--- config.mk ---
export PLATFORM = sky130hd
export DESIGN_NAME = lock_supervisor
export DESIGN_NICKNAME = d
export VERILOG_FILES = /design/src/rtl/lksup_pkg.sv /design/src/rtl/lksup_qual.sv /design/src/rtl/lksup_tally.sv /design/src/rtl/lock_supervisor.sv
export SDC_FILE = /design/constraint.sdc
export NUM_CORES = 1
export LEC_CHECK = 0
export BUFFER_PORTS_ARGS = -buffer_cell sky130_fd_sc_hd__clkbuf_2
export CORE_ASPECT_RATIO = 0.6
export CORE_MARGIN = 2
export CORE_UTILIZATION = 55
export DETAILED_ROUTE_END_ITERATION = 7
export PLACE_DENSITY_LB_ADDON = 0.08
export SYNTH_ARGS = -nofsm -noshare
export SYNTH_HDL_FRONTEND = slang
export SYNTH_SLANG_ARGS = --single-unit
--- constraint.sdc ---
create_clock -name clk -period 2.9 [get_ports clk]
set_input_delay 0.29 -clock clk [delete_from_list [all_inputs] [get_ports clk]]
set_output_delay 0.29 -clock clk [all_outputs]
set_load 0.005 [all_outputs]
--- src/rtl/lksup_pkg.sv ---
package lksup_pkg;
    typedef enum logic [4:0] {
        ST_RESET = 5'b00001,
        ST_CAL   = 5'b00010,
        ST_FINE  = 5'b00100,
        ST_LDET  = 5'b01000,
        ST_UDET  = 5'b10000
    } sup_state_e;

    localparam logic [1:0] IND_OK = 2'b00;
endpackage

--- src/rtl/lksup_qual.sv ---
module lksup_qual #(
    parameter int W = 8
) (
    input  logic         clk,
    input  logic         rst_n,
    input  logic         en,
    input  logic         hit,
    input  logic [W-1:0] len,
    output logic         reached
);
    logic [W-1:0] cnt_d, cnt_q;

    always_comb begin
        if (!en || !hit)
            cnt_d = '0;
        else if (cnt_q == {W{1'b1}})
            cnt_d = cnt_q;
        else
            cnt_d = cnt_q + 1'b1;
    end

    always_ff @(posedge clk or negedge rst_n) begin
        if (!rst_n) cnt_q <= '0;
        else        cnt_q <= cnt_d;
    end

    assign reached = en && hit && (({1'b0, cnt_q} + 1'b1) >= {1'b0, len});


    restart_on_miss_chk: assert property (@(posedge clk) disable iff (!rst_n)
        (en && !hit) |=> (cnt_q == '0));
endmodule

--- src/rtl/lksup_tally.sv ---
module lksup_tally #(
    parameter int LIMIT = 3
) (
    input  logic clk,
    input  logic rst_n,
    input  logic en,
    input  logic valid,
    input  logic bad,
    output logic trip
);
    localparam int CW = $clog2(LIMIT + 1);
    localparam logic [CW-1:0] LAST = CW'(LIMIT - 1);

    logic [CW-1:0] cnt_d, cnt_q;

    assign trip = en && valid && bad && (cnt_q == LAST);

    always_comb begin
        cnt_d = cnt_q;
        if (!en || trip)
            cnt_d = '0;
        else if (valid)
            cnt_d = bad ? cnt_q + 1'b1 : '0;
    end

    always_ff @(posedge clk or negedge rst_n) begin
        if (!rst_n) cnt_q <= '0;
        else        cnt_q <= cnt_d;
    end


    tally_bound_chk: assert property (@(posedge clk) disable iff (!rst_n)
        cnt_q <= LAST);


    good_clears_chk: assert property (@(posedge clk) disable iff (!rst_n)
        (en && valid && !bad) |=> (cnt_q == '0));
endmodule

--- src/rtl/lock_supervisor.sv ---
module lock_supervisor
    import lksup_pkg::*;
#(
    parameter int FINE_WAIT  = 16,
    parameter int QUAL_W     = 8,
    parameter int MISS_LIMIT = 3
) (
    input  logic              clk,
    input  logic              rst_n,
    input  logic              cal_done,
    input  logic [1:0]        ana_ind,
    input  logic              dig_valid,
    input  logic [1:0]        dig_ind,
    input  logic [QUAL_W-1:0] qual_len,
    output logic              cal_start,
    output logic              mode_dig,
    output logic              locked
);
    localparam int FW = $clog2(FINE_WAIT + 1);
    localparam logic [FW-1:0] FINE_LAST = FW'(FINE_WAIT - 1);

    typedef struct packed {
        sup_state_e    state;
        logic [FW-1:0] fine_cnt;
        logic          cal_start;
        logic          mode_dig;
        logic          locked;
    } sup_regs_t;

    sup_regs_t cur_q, nxt_d;
    logic      qual_hit;
    logic      miss_trip;

    lksup_qual #(.W(QUAL_W)) qual_i (
        .clk     (clk),
        .rst_n   (rst_n),
        .en      (cur_q.state == ST_LDET),
        .hit     (ana_ind == IND_OK),
        .len     (qual_len),
        .reached (qual_hit)
    );

    lksup_tally #(.LIMIT(MISS_LIMIT)) tally_i (
        .clk   (clk),
        .rst_n (rst_n),
        .en    (cur_q.state == ST_UDET),
        .valid (dig_valid),
        .bad   (dig_ind != IND_OK),
        .trip  (miss_trip)
    );

    always_comb begin
        nxt_d           = cur_q;
        nxt_d.cal_start = 1'b0;
        unique case (cur_q.state)
            ST_RESET: begin
                nxt_d.state     = ST_CAL;
                nxt_d.cal_start = 1'b1;
                nxt_d.locked    = 1'b0;
                nxt_d.mode_dig  = 1'b0;
            end
            ST_CAL: begin
                if (cal_done) begin
                    nxt_d.state    = ST_FINE;
                    nxt_d.fine_cnt = '0;
                end
            end
            ST_FINE: begin
                if (cur_q.fine_cnt == FINE_LAST)
                    nxt_d.state = ST_LDET;
                else
                    nxt_d.fine_cnt = cur_q.fine_cnt + 1'b1;
            end
            ST_LDET: begin
                if (qual_hit) begin
                    nxt_d.state    = ST_UDET;
                    nxt_d.locked   = 1'b1;
                    nxt_d.mode_dig = 1'b1;
                end
            end
            ST_UDET: begin
                if (miss_trip) begin
                    nxt_d.state     = ST_CAL;
                    nxt_d.locked    = 1'b0;
                    nxt_d.mode_dig  = 1'b0;
                    nxt_d.cal_start = 1'b1;
                end
            end
            default: nxt_d.state = ST_RESET;
        endcase
    end

    always_ff @(posedge clk or negedge rst_n) begin
        if (!rst_n) begin
            cur_q.state     <= ST_RESET;
            cur_q.fine_cnt  <= '0;
            cur_q.cal_start <= 1'b0;
            cur_q.mode_dig  <= 1'b0;
            cur_q.locked    <= 1'b0;
        end else begin
            cur_q <= nxt_d;
        end
    end

    assign cal_start = cur_q.cal_start;
    assign mode_dig  = cur_q.mode_dig;
    assign locked    = cur_q.locked;


    state_onehot_chk: assert property (@(posedge clk) disable iff (!rst_n)
        $onehot(cur_q.state));


    start_single_chk: assert property (@(posedge clk) disable iff (!rst_n)
        cal_start |=> !cal_start);


    drop_starts_cal_chk: assert property (@(posedge clk) disable iff (!rst_n)
        $fell(locked) |-> (cal_start && !mode_dig));


    locked_in_udet_chk: assert property (@(posedge clk) disable iff (!rst_n)
        (locked == mode_dig) && (locked == (cur_q.state == ST_UDET)));
endmodule

## Yosys cells after proc, flatten, opt, wreduce, memory -nomap -nowiden

Cells that the tools add are included.

| cells by class | value |
|---|---|
| reduce and logical (&&, ||, !) cells | 18 |
| muxes and demuxes | 16 |
| equality and inequality tests | 14 |
| order comparisons | 1 |
| add/subtract/negate cells | 4 |

Operators with widths:

| kind | count |
|---|---|
| $pmux W5 S5 | 1 |
| $mux W5 | 4 |
| $mux W8 | 2 |
| $eq A5 B4 Y1 const B | 2 |
| $mux W10 | 1 |
| $ne A2 B2 Y1 const B | 5 |
| $pmux W5 S2 | 1 |
| $add A8 B1 Y9 const B | 1 |
| $ge A9 B8 Y1 | 1 |
| $add A8 B1 Y8 const B | 1 |
| $eq A8 B8 Y1 const B | 1 |
| $mux W2 | 4 |
| $pmux W2 S3 | 1 |
| $reduce_and A3 Y1 | 2 |
| $reduce_bool A2 Y1 | 3 |
| $add A5 B1 Y5 const B | 1 |
| $eq A5 B1 Y1 const B | 1 |
| $eq A5 B2 Y1 const B | 1 |
| $eq A5 B3 Y1 const B | 1 |
| $eq A5 B5 Y1 const B | 1 |
| $logic_and A1 B1 Y1 | 5 |
| $reduce_and A4 Y1 | 1 |
| $logic_not A1 Y1 | 3 |
| $mux W3 | 1 |
| 7 further kinds | 8 |

| word-level totals | value |
|---|---|
| output and inout port bits | 3 |
| input bits | 16 |
| register bits after elaboration | 23 |
| word-level logic and storage cells | 60 |

## Longest topological paths before layout

| logic depth | value |
|---|---|
| depth in word-level cells | 6 |
| mapped depth | 9 |
| mapped depth without buffers | 9 |

## Modules after synthesis

A second synthesis with hierarchy kept.

| second synthesis, totals | value |
|---|---|
| cell total of the unflattened synthesis | 153 |
| area total of the unflattened synthesis | 1438.9 µm² |

Modules (own cells, without submodules):

| module | instances | sequential area each (µm²) | area each (µm²) | cells an instance |
|---|---|---|---|---|
| lock_supervisor | 1 | 301.5 | 695.7 | 71 |
| lksup_qual | 1 | 200.2 | 611.8 | 71 |
| lksup_tally | 1 | 50.0 | 131.4 | 11 |

## Worst setup path before layout

Ideal clock, no wire load.

| timing path | value |
|---|---|
| kind | reg-to-reg |
| from | register qual_i.cnt_q[0] |
| to | register cur_q[12] (netlist name) |
| path slack | 629 ps |
| cell stages (with the launch flop) | 10 |
| period minus slack after synthesis | 2271 ps |
| data arrival time | 2136 ps |
| library setup time | 135 ps |
| path through | dfrtp_1 ha_1 nand3_1 nor2_1 xor2_1 ha_1 a21o_1 a221o_1 a211oi_1 o21ai_0 |

| on the way | value |
|---|---|
| word-level cells in the longest chain between the ends | 5 |

RTL lines:

| what | line | source |
|---|---|---|
| start, declared | lksup_qual.sv:11 | `logic [W-1:0] cnt_d, cnt_q;` |
| start signal, assigned | lksup_qual.sv:24 | `else cnt_q <= cnt_d;` |
| $add A8 B1 Y9 | lksup_qual.sv:27 | `assign reached = en && hit && (({1'b0, cnt_q} + 1'b1) >= {1'b0, len});` |
| $ge A9 B8 Y1 | lksup_qual.sv:27 |  |
| $logic_and A1 B1 Y1 | lksup_qual.sv:27 |  |
| $ne A2 B2 Y1 (no source line) | n/a |  |
| $reduce_and A4 Y1 (no source line) | n/a |  |
| end signal, assigned | lock_supervisor.sv:101 | `cur_q <= nxt_d;` |
| end, declared | lock_supervisor.sv:30 | `sup_regs_t cur_q, nxt_d;` |

Every way passes these cells.
A chain may end at the register's enable or synchronous reset.

## Worst setup path in the final report

| timing path | value |
|---|---|
| from | register qual_i.cnt_q[0] |
| to | register mode_dig (netlist name) |

| on the way | value |
|---|---|
| word-level cells in the longest chain between the ends | 5 |

RTL lines:

| what | line |
|---|---|
| $add A8 B1 Y9 | lksup_qual.sv:27 |
| $ge A9 B8 Y1 | lksup_qual.sv:27 |
| $logic_and A1 B1 Y1 | lksup_qual.sv:27 |
| $ne A2 B2 Y1 (no source line) | n/a |
| $reduce_and A3 Y1 (no source line) | n/a |

Every way passes these cells.

==> impl_metrics.env <==
export IMPL_postLayoutSetupSlackWorst_ns=0.3264
export IMPL_yosys_register_bits=22
export IMPL_critPathArrivalTime_ns=2.70
export IMPL_dp_worst_setup_slack_ns=0.3320
export IMPL_cts_tree="yes"
export IMPL_hold_viol_final=11
export IMPL_detailed_route_drc_error_count=0
export IMPL_gp_congestion=0.9300
export IMPL_grt_remaining_overflow=0
export IMPL_portBuffers=18
export IMPL_element_type_at_the_critical_path_end="flop"
export IMPL_yosysWarnings=0
export IMPL_io_pins=19
export IMPL_grt_max_degree=23
export IMPL_post_cts_setup_buffers=0
export IMPL_grt_usage_pct=21.38
export IMPL_critical_path_endpoint="mode_dig$_DFFE_PN0P_"
export IMPL_grt_pass1_vias=1030
export IMPL_core_area_um2=2228
export IMPL_drv_slew=0
export IMPL_cell_area_after_synthesis_um2=1341
export IMPL_min_delay_path_class="input port to async pin"
export IMPL_cts_buffers_inserted=3
export IMPL_post_cts_resized=0
export IMPL_clock_latency_ns=0.26
export IMPL_worst_slew_pin_transition_ns=0.5396
export IMPL_maximum_number_of_buffers_from_clock_root_to_sink=2
export IMPL_grt_antenna_before_repair=0
export IMPL_run_status="finished with violations"
export IMPL_die_height_um=42.25
export IMPL_mappedNetlistNets=167
export IMPL_htreeDepth=1
export IMPL_cellPowerDensity_nw_per_um2=545.9
export IMPL_rsz0062_at_grt="false"
export IMPL_detail_route_iter0_violations=53
export IMPL_row_count=13
export IMPL_r2r_end="mode_dig$_DFFE_PN0P_"
export IMPL_cts_clk_slew_worst_paths_ns=0.08
export IMPL_detail_route_first_pass_iterations=4
export IMPL_critical_path_class="flop to flop"
export IMPL_worst_hold_slack_ns=-0.003376
export IMPL_hpwl_after_detailed_placement_mm=2.176
export IMPL_synth_seq_area_share_pct=41.14
export IMPL_grt_pass1_wl_mm=4.595
export IMPL_period_share_pct=88.75
export IMPL_vias_per_cell=5.495
export IMPL_synthCells=139
export IMPL_failed_checks="hold timing"
export IMPL_postLayoutCellArea_um2=1516
export IMPL_post_synth_num_cell_types=37
export IMPL_cap_violations=0
export IMPL_die_area_um2=2863
export IMPL_worstSetupStartpointType="flop"
export IMPL_finalSetupViolCount=0
export IMPL_drt_total_wl_mm=2.636
export IMPL_dpl_cell_area_um2=1461
export IMPL_setup_reg_to_reg_worst_slack_ns=0.33
export IMPL_area_growth_pct=13.06
export IMPL_critical_path_launch_point="qual_i.cnt_q[0]$_DFFE_PN0P_"
export IMPL_clock_skew_ns=0.008824
export IMPL_data_required_time_of_the_worst_path_ns=3.03
export IMPL_fin_tns_setup_ns=0
export IMPL_leakage_dissipation_nw=0.8242
export IMPL_starting_density_of_the_core_pct=60.19
export IMPL_cts_sinks=22
export IMPL_r2r_worst_path_cells=9
export IMPL_route_detailed_wl_per_inst_um=13.87
export IMPL_synth_avg_cell_area_um2=9.650
export IMPL_antennaDiodeCount=0
export IMPL_finalWorstPathRequiredPeriod_ns=2.574
export IMPL_route_vias_total=1044
export IMPL_final_cell_mix="nor2_1 (21), dfrtp_1 (21), clkbuf_2 (18)"
export IMPL_launch_point_of_the_worst_reg_to_reg_path="qual_i.cnt_q[0]$_DFFE_PN0P_"
export IMPL_share_of_final_layout_standard_cells_stronger_than_drive_strength_1_pct=18.75
export IMPL_irDropWorstVdd_mv=0.3722
export IMPL_max_freq_mhz=388.6
export IMPL_relSlewSlack_pct=64.02
export IMPL_cts_hold_buf=0
export IMPL_final_net_count=189
export IMPL_clockRootBuffer="clkbuf_8"
export IMPL_crit_fanout=5
export IMPL_die_width_um=67.76
export IMPL_ant_nets_after_route=0
## where the power goes
group	internal [mW]	switching (mW)	total [mW]
logic	0.0980	0.107	0.205
clock network	0.121	0.0961	0.217
registers	0.356	0.0497	0.405
total	0.575	0.253	0.828
## worst max-delay path, stage by stage, from the launching register on
cell and delay [ns]:
dfrtp_1 0.44, ha_1 0.21, nand3_1 0.18, nor2_1 0.21, xor2_1 0.23, ha_1 0.28
a21o_1 0.16, a221o_1 0.36, a211oi_1 0.24, o21ai_0 0.14
## cell families after synthesis
| kind of cell | synth area share (%) |
|---|---|
| AOI/OAI and AO/OA | 14.27 |
| DFF | 41.14 |
| xor gates and xnor gates | 5.877 |
| buffers and inverters | 3.918 |
| and+or+nand+nor | 20.52 |
| adders and majority gates | 11.19 |
| muxes | 3.078 |
## area by class of cell
cell class	count	area (um^2)
Multi-Input combinational cell	104	737.0
Sequential cell	22	551.8
Tap cell	30	37.54
Inverter	12	45.04
Clock buffer	4	55.05
Fill cell	179	711.9
Timing Repair Buffer	18	90.09
## routing by layer
| metal | up-vias | track usage (%) | routed length (um) |
|---|---|---|---|
| met5 | - | 0 | 0 |
| met4 | 0 | 2.449 | 8 |
| met3 | 3 | 5.645 | 87 |
| met2 | 16 | 33.53 | 1163 |
| li1 | 529 | - | - |
| met1 | 496 | 30.48 | 1376 |
## worst min-delay path by stage
stage,start,end,slack [ns],cells after the start
after floorplan,rst_n,cal_start$_DFF_PN0_,-0.006,0
after global placement,rst_n,qual_i.cnt_q[0]$_DFFE_PN0P_,0.29,1
after detailed placement,rst_n,qual_i.cnt_q[0]$_DFFE_PN0P_,0.30,1
after CTS,rst_n,cur_q[11]$_DFFE_PN0P_,0.007,1
after global routing,rst_n,cur_q[11]$_DFFE_PN0P_,0.04,1
final,rst_n,cur_q[11]$_DFFE_PN0P_,-0.003,1
## state kept, by name, indices dropped and copies added, names as in the netlist
register       flops
cal_start          1
cur_q             10
mode_dig           1
qual_i.cnt_q       8
tally_i.cnt_q      2
## per-stage QoR
step | hold WS [ns] | utilization, % | std cells | power [mW]
6_report | -0.003376 | 68.05 | 190 | 0.8278
5_1_grt | 0.03550 | 68.05 | 190 | 0.8764
4_1_cts | 0.007095 | 68.05 | 190 | 0.8317
3_5_place_dp | 0.2995 | 65.58 | 186 | 0.6153
3_3_place_gp | 0.2898 | 65.58 | 186 | 0.5959
2_1_floorplan | -0.005591 | - | 139 | 0.5432
## synth_stat cells
cell      number  area (um^2)
dfrtp_1       21        525.5
nor2_1        21        78.83
ha_1          12        150.1
inv_1         12        45.04
o21ai_0        7        35.03
xor2_1         6        52.55
nand2_1        5        18.77
nand3_1        5        25.02
nor2b_1        4        25.02
nor3_1         4        20.02
a21o_1         3        22.52
a21oi_1        3        15.01
and3_1         3        18.77
mux2i_1        3        30.03
o21ba_2        3        30.03
xnor2_1        3        26.28
and3b_1        2        17.52
nand3b_1       2        15.01
o22ai_1        2        12.51
a211oi_1       1        7.510
a221o_1        1        10.01
a22o_1         1        8.760
buf_4          1        7.510
dfstp_2        1        26.28
mux2_2         1        11.26
nand4_1        1        6.260
nor3_4         1        16.27
nor3b_1        1        7.510
o211a_1        1        10.01
o211ai_1       1        7.510
o21a_1         1        7.510
o21ai_1        1        5.000
o22a_1         1        8.760
o311a_2        1        11.26
or3_1          1        6.260
or3_4          1        11.26
or3b_1         1        8.760
No activity file was read; power rests on OpenSTA's default activity.
